### config.mk
export PLATFORM = sky130hd
export DESIGN_NAME = audio_xfer_ctrl
export DESIGN_NICKNAME = d
export VERILOG_FILES = /design/src/rtl/xfer_ctrl_pkg.sv /design/src/rtl/xfer_cfg_reg.sv /design/src/rtl/xfer_cal_seq.sv /design/src/rtl/xfer_dma_chan.sv /design/src/rtl/audio_xfer_ctrl.sv
export SDC_FILE = /design/constraint.sdc
export NUM_CORES = 1
export LEC_CHECK = 0
export BUFFER_PORTS_ARGS = -buffer_cell sky130_fd_sc_hd__buf_2
export CAP_MARGIN = 25
export CORE_MARGIN = 2
export CORE_UTILIZATION = 53
export CTS_CLUSTER_SIZE = 16
export DETAILED_ROUTE_END_ITERATION = 10
export GPL_TIMING_DRIVEN = 1
export PLACE_DENSITY = 0.9
export RECOVER_POWER = 50
export SYNTH_ARGS = -nofsm -noshare
export SYNTH_HDL_FRONTEND = slang
export SYNTH_SLANG_ARGS = --single-unit
### constraint.sdc
create_clock -name clk -period 3.5 [get_ports clk]
set_input_delay 0.7 -clock clk [delete_from_list [all_inputs] [get_ports clk]]
set_output_delay 0.7 -clock clk [all_outputs]
set_load 0.005 [all_outputs]
### src/rtl/xfer_ctrl_pkg.sv
package xfer_ctrl_pkg;

    typedef struct packed {
        logic       cap_pio;
        logic       pb_pio;
        logic       rsvd;
        logic [1:0] cal_sel;
        logic       one_chan;
        logic       cap_en;
        logic       pb_en;
    } xfer_cfg_t;

    typedef enum logic {
        CAL_IDLE,
        CAL_RUN
    } cal_state_e;

    typedef enum logic {
        REQ_IDLE,
        REQ_PEND
    } req_state_e;

    localparam logic [7:0] CFG_RESET = 8'h08;
    localparam int         NUM_DIR   = 2;
    localparam int         DIR_PB    = 0;
    localparam int         DIR_CAP   = 1;

endpackage

### src/rtl/xfer_cfg_reg.sv
module xfer_cfg_reg
    import xfer_ctrl_pkg::*;
(
    input  logic       clk,
    input  logic       rst_n,
    input  logic       wr_en,
    input  logic [7:0] wr_data,
    input  logic       mode_chg,
    output xfer_cfg_t  cfg
);

    xfer_cfg_t wr_view;
    assign wr_view = xfer_cfg_t'(wr_data);

    always_ff @(posedge clk) begin
        if (!rst_n) begin
            cfg <= xfer_cfg_t'(CFG_RESET);
        end else if (wr_en) begin
            cfg.pb_en  <= wr_view.pb_en;
            cfg.cap_en <= wr_view.cap_en;
            if (mode_chg) begin
                cfg.one_chan <= wr_view.one_chan;
                cfg.cal_sel  <= wr_view.cal_sel;
                cfg.pb_pio   <= wr_view.pb_pio;
                cfg.cap_pio  <= wr_view.cap_pio;
            end
        end
    end


    lock_hold_chk: assert property (@(posedge clk) disable iff (!rst_n)
        (wr_en && !mode_chg) |=> ($stable(cfg.cal_sel) && $stable(cfg.one_chan)
                                  && $stable(cfg.pb_pio) && $stable(cfg.cap_pio)));


    rsvd_zero_chk: assert property (@(posedge clk) disable iff (!rst_n)
        wr_en |=> !cfg.rsvd);

endmodule

### src/rtl/xfer_cal_seq.sv
module xfer_cal_seq
    import xfer_ctrl_pkg::*;
#(
    parameter int CONV_LEN  = 136,
    parameter int DAC_LEN   = 40,
    parameter int FULL_LEN  = 168,
    parameter int FIRST_LEN = 40
) (
    input  logic       clk,
    input  logic       rst_n,
    input  logic       mce,
    input  logic       tick,
    input  logic [1:0] cal_sel,
    output logic       busy
);

    localparam int MAX_AB  = (CONV_LEN > DAC_LEN) ? CONV_LEN : DAC_LEN;
    localparam int MAX_CD  = (FULL_LEN > FIRST_LEN) ? FULL_LEN : FIRST_LEN;
    localparam int MAX_LEN = (MAX_AB > MAX_CD) ? MAX_AB : MAX_CD;
    localparam int CNT_W   = $clog2(MAX_LEN + 1);

    cal_state_e         state_q, state_d;
    logic [CNT_W-1:0]   cnt_q;
    logic [CNT_W-1:0]   len;
    logic               mce_q;
    logic               first_q;
    logic               mce_fall;

    assign mce_fall = mce_q & ~mce;

    always_comb begin
        unique case (cal_sel)
            2'd0: len = first_q ? CNT_W'(FIRST_LEN) : '0;
            2'd1: len = CNT_W'(CONV_LEN);
            2'd2: len = CNT_W'(DAC_LEN);
            2'd3: len = CNT_W'(FULL_LEN);
            default: len = '0;
        endcase
    end

    // state register
    always_ff @(posedge clk) begin
        if (!rst_n) state_q <= CAL_IDLE;
        else        state_q <= state_d;
    end

    always_comb begin
        state_d = state_q;
        unique case (state_q)
            CAL_IDLE: if (mce_fall && (len != '0)) state_d = CAL_RUN;
            CAL_RUN:  if (tick && (cnt_q == CNT_W'(1))) state_d = CAL_IDLE;
            default:  state_d = CAL_IDLE;
        endcase
    end

    always_ff @(posedge clk) begin
        if (!rst_n) begin
            cnt_q   <= '0;
            mce_q   <= 1'b0;
            first_q <= 1'b1;
        end else begin
            mce_q <= mce;
            if (mce_fall) first_q <= 1'b0;
            if (state_q == CAL_IDLE && mce_fall) cnt_q <= len;
            else if (state_q == CAL_RUN && tick) cnt_q <= cnt_q - CNT_W'(1);
        end
    end

    // outputs
    always_comb begin
        unique case (state_q)
            CAL_RUN: busy = 1'b1;
            default: busy = 1'b0;
        endcase
    end


    busy_start_chk: assert property (@(posedge clk) disable iff (!rst_n)
        $rose(busy) |-> ($past(mce_q) && !$past(mce)));


    busy_end_chk: assert property (@(posedge clk) disable iff (!rst_n)
        $fell(busy) |-> $past(tick));


    cnt_live_chk: assert property (@(posedge clk) disable iff (!rst_n)
        busy |-> (cnt_q != '0));

endmodule

### src/rtl/xfer_dma_chan.sv
module xfer_dma_chan
    import xfer_ctrl_pkg::*;
(
    input  logic clk,
    input  logic rst_n,
    input  logic active,
    input  logic need,
    input  logic ack,
    output logic req
);

    req_state_e state_q, state_d;

    // state register
    always_ff @(posedge clk) begin
        if (!rst_n) state_q <= REQ_IDLE;
        else        state_q <= state_d;
    end

    always_comb begin
        state_d = state_q;
        if (!active) begin
            state_d = REQ_IDLE;
        end else begin
            unique case (state_q)
                REQ_IDLE: if (need) state_d = REQ_PEND;
                REQ_PEND: if (ack && !need) state_d = REQ_IDLE;
                default:  state_d = REQ_IDLE;
            endcase
        end
    end

    // outputs
    always_comb begin
        unique case (state_q)
            REQ_PEND: req = active;
            default:  req = 1'b0;
        endcase
    end


    ack_clear_chk: assert property (@(posedge clk) disable iff (!rst_n)
        (req && ack && !need) |=> !req);


    raise_cause_chk: assert property (@(posedge clk) disable iff (!rst_n)
        $rose(req) |-> $past(need));

endmodule

### src/rtl/audio_xfer_ctrl.sv
module audio_xfer_ctrl
    import xfer_ctrl_pkg::*;
#(
    parameter int CONV_LEN  = 136,
    parameter int DAC_LEN   = 40,
    parameter int FULL_LEN  = 168,
    parameter int FIRST_LEN = 40
) (
    input  logic       clk,
    input  logic       rst_n,
    input  logic       wr_en,
    input  logic [7:0] wr_data,
    output logic [7:0] rd_data,
    input  logic       mce,
    input  logic       pmce,
    input  logic       sample_tick,
    input  logic       pb_need,
    input  logic       cap_need,
    input  logic       pb_ack,
    input  logic       cap_ack,
    output logic       pb_drq,
    output logic       cap_drq,
    output logic       pb_pio_rdy,
    output logic       cap_pio_rdy,
    output logic       cal_busy
);

    xfer_cfg_t          cfg;
    logic [NUM_DIR-1:0] dir_en, dir_pio, dir_need, dir_ack, dir_active, dir_req;

    xfer_cfg_reg u_cfg (
        .clk      (clk),
        .rst_n    (rst_n),
        .wr_en    (wr_en),
        .wr_data  (wr_data),
        .mode_chg (mce | pmce),
        .cfg      (cfg)
    );

    xfer_cal_seq #(
        .CONV_LEN  (CONV_LEN),
        .DAC_LEN   (DAC_LEN),
        .FULL_LEN  (FULL_LEN),
        .FIRST_LEN (FIRST_LEN)
    ) u_cal (
        .clk     (clk),
        .rst_n   (rst_n),
        .mce     (mce),
        .tick    (sample_tick),
        .cal_sel (cfg.cal_sel),
        .busy    (cal_busy)
    );

    assign dir_en   = {cfg.cap_en, cfg.pb_en};
    assign dir_pio  = {cfg.cap_pio, cfg.pb_pio};
    assign dir_need = {cap_need, pb_need};
    assign dir_ack  = {(cfg.one_chan ? pb_ack : cap_ack), pb_ack};

    for (genvar d = 0; d < NUM_DIR; d++) begin : g_dir
        logic blocked;
        if (d == DIR_CAP) begin : g_cap_gate
            assign blocked = cfg.one_chan & cfg.pb_en;
        end else begin : g_pb_gate
            assign blocked = 1'b0;
        end
        assign dir_active[d] = dir_en[d] & ~dir_pio[d] & ~cal_busy & ~blocked;

        xfer_dma_chan u_chan (
            .clk    (clk),
            .rst_n  (rst_n),
            .active (dir_active[d]),
            .need   (dir_need[d]),
            .ack    (dir_ack[d]),
            .req    (dir_req[d])
        );
    end

    assign pb_drq      = dir_req[DIR_PB] | (cfg.one_chan & dir_req[DIR_CAP]);
    assign cap_drq     = ~cfg.one_chan & dir_req[DIR_CAP];
    assign pb_pio_rdy  = cfg.pb_en & cfg.pb_pio & ~cal_busy;
    assign cap_pio_rdy = cfg.cap_en & cfg.cap_pio & ~cal_busy;
    assign rd_data     = {cfg.cap_pio, cfg.pb_pio, 1'b0, cfg.cal_sel,
                          cfg.one_chan, cfg.cap_en, cfg.pb_en};


    busy_quiet_chk: assert property (@(posedge clk) disable iff (!rst_n)
        cal_busy |-> !(pb_drq || cap_drq || pb_pio_rdy || cap_pio_rdy));


    one_chan_chk: assert property (@(posedge clk) disable iff (!rst_n)
        rd_data[2] |-> !cap_drq);


    pio_dma_excl_chk: assert property (@(posedge clk) disable iff (!rst_n)
        !(pb_pio_rdy && pb_drq));

endmodule

==> metrics <==
run status finished clean; R2R setup slack 1.88 ns; Critical Path AT 1.40 ns; reg2reg end u_cal.cnt_q[4]; # fillers 157; peak supply drop 0.293 mV; leakage power 0.526 nW; critical path class flop to output port; Reg power frac 0.601; Vias per Instance between 5 and 6; Yosys top cell by area dfxtp_1; clock power share 0.250; CP Capture Type output port; worst-margin pin slew 0.924 ns; Layout area overhead 16.4%; P per Cell Area 366 mW/mm2; Starting Density 0.568; multi-input logic area 544 um2; combinational cell fraction of total power 0.149; top post-synthesis cells by area dfxtp_1, mux2i_1, nor2b_1; Avg Cell Area, Syn 8.93 um2; critical path data required time 2.80 ns; DR WL/cell around 13 um; Ys Warns 0; Synth cell types 38; share of cells above drive strength 1 0.241; Final setup viols 0; DIE AREA 0.00223 mm2; final net count about 160; largest net degree at the start of global routing 21; Core ar. 0.00175 mm2; number of synthesized register bits 20; number of global-route vias before repair 743; Post-CTS Hold Buffers 0; num rows 15; RSZ-0062 raised after global routing no; Die X 47.2 um; via count 901; met3 WL post-DR 68 um; Synth Instances 111; Max Fclk 477 MHz; CTS sink count 20; Max-Cap Viols 0; drt first pass iters 4; startpoint types flop; synth cell count leaders dfxtp_1, nand2_1, mux2i_1, nor2b_1; initial antenna violation count 0; gr ovfl total 0; CTS tree built; H-tree Lvls 1; Die Y about 47 um; Final Max Slew Viols 0; Post-synth EDFFs 0; Synth Cell Area 991 um2; Seq/Total Area, Yosys 0.404; final setup TNS 0 ns; ant diodes 0; Switch Pwr ~110 uW; final cycle utilization of the critical path 0.599; Fin. Hold Viols 0; Synth top area share 0.404; HPWL Detailed ~1.6 mm; Cell Int Power 312 uW; worst hold-check path type flop to flop; setup repair bufs after CTS 0; asr flop ratio synth 0; # IOs 31; iteration-0 DRC count of the detailed router 15; Clock transition at path regs roughly 0.10 ns; Synth Net Count 131; CP max FO 13; Final ANT Viol Nets 0; Remaining DRCs 0; min-delay src u_cal.cnt_q[4]; register area 400 um2; DR WL met2 1.03 mm; sw frac 0.262; Top FF cell, synth dfxtp_1; input/output buffers 28; Final Core Density 0.661; Reg-to-Reg Start u_cal.state_q; Met1 Wirelength slightly below 1 mm; Final Skew 0.00406 ns; clk buf depth 2; Endpoint, Worst Hold u_cal.cnt_q[4]; most frequent cell after synthesis dfxtp_1; Max Used Layer met4; R2R cell count 3; root buffer cell clkbuf_4; Worst-Skew Late Latency 0.29 ns; min cycle time layout 2.10 ns; CTS Buf Count 3; GRT Resource Usage Total 0.198; Post-Route WL about 2.1 mm; WHS Path Cells 2; Slew headroom 0.378; global-route wire length before repair 3.11 mm; GPL Wtd Cong slightly below 0.8; CTS-repair resized insts 0
## layout by cell type (no fill, tap or decap)
cell type | Yosys | final
a21oi_1 | 3 | 3
a31oi_1 | 2 | 2
a32oi_1 | 1 | 1
and2_1 | 2 | 2
and3_2 | 1 | 1
and3b_1 | 2 | 2
buf_2 | 1 | 25
clkbuf_1 | 3 | 3
clkbuf_4 | 0 | 3
conb_1 | 1 | 1
dfxtp_1 | 20 | 20
ha_1 | 2 | 2
inv_1 | 5 | 5
mux2i_1 | 8 | 8
nand2_1 | 9 | 9
nand2b_1 | 1 | 1
nand3_1 | 2 | 2
nand4bb_1 | 1 | 1
nor2_1 | 6 | 6
nor2b_1 | 7 | 7
nor3_1 | 3 | 3
nor3b_1 | 3 | 3
nor4_1 | 2 | 2
o211a_1 | 1 | 1
o21a_1 | 3 | 3
o21ai_0 | 6 | 7
o311a_1 | 1 | 1
o311ai_0 | 2 | 2
o31ai_1 | 2 | 2
o41ai_1 | 1 | 1
or3_1 | 2 | 2
or3_2 | 1 | 1
or3b_2 | 1 | 1
or4_1 | 0 | 1
or4_2 | 1 | 1
or4b_1 | 1 | 1
or4b_2 | 1 | 1
## metrics by stage
step                      cell area [um2]  setup WS [ns]  hold slack (ns)  std cells  power (mW)
after floorplan                       991           1.73            0.458        111       0.299
after global placement               1140           1.62            0.476        159       0.320
after detailed placement             1140           1.61            0.485        159       0.324
after CTS                            1160           1.40            0.501        162       0.426
after global routing                 1150           1.23            0.555        162       0.440
final                                1150           1.40            0.499        162       0.423
## registers in the layout (all words and copies together), names as in the netlist
name,flops
u_cal.cnt_q,8
u_cal.mce_q,1
u_cfg.cfg,7
u_cal.state_q,1
g_dir.u_chan.state_q,2
u_cal.first_q,1
## per-layer routing
layer,track usage,vias up
met5,0,-
met4,0.0889,0
met3,0.0346,2
met2,0.319,19
met1,0.256,424
li1,-,456
## layout make-up
cell class,instances,share of cell area
Clock buffer,3,0.0195
Tap cell,25,0.0271
Timing Repair Buffer,28,0.118
Multi-Input combinational cell,81,0.472
Inverter,5,0.0163
Sequential cell,20,0.347
## kinds of logic after synthesis
group,synth area share
DFF,0.404
other,0.00378
buffers and inverters,0.0429
and+or+nand+nor,0.287
adders and majority gates,0.0252
AOI/OAI and AO/OA,0.157
muxes,0.0808
## worst max path at each step
stage | from | end | slack (ns) | cells past startpoint
finish | u_cal.state_q | pb_drq | 1.40 | 4
global route | u_cal.state_q | pb_drq | 1.23 | 4
CTS | u_cal.state_q | pb_drq | 1.40 | 4
detailed placement | mce | u_cal.cnt_q[2] | 1.61 | 4
global placement | mce | u_cal.cnt_q[2] | 1.62 | 4
floorplan | mce | u_cal.cnt_q[2] | 1.73 | 4
## power groups by stage
stage	Clock (mW)	Sequential (mW)	Combinational [mW]
detailed placement	0	0.259	0.0651
floorplan	0	0.255	0.0442
global route	0.114	0.257	0.0700
global placement	0	0.258	0.0623
finish	0.106	0.254	0.0630
CTS	0.107	0.254	0.0654
## critical path, stage by stage, from the launching register on
cell	delay [ns]
dfxtp_1	0.44
nor3b_1	0.28
nand2_1	0.11
o21ai_0	0.15
buf_2	0.13
Power figures use the tool's default switching activity.
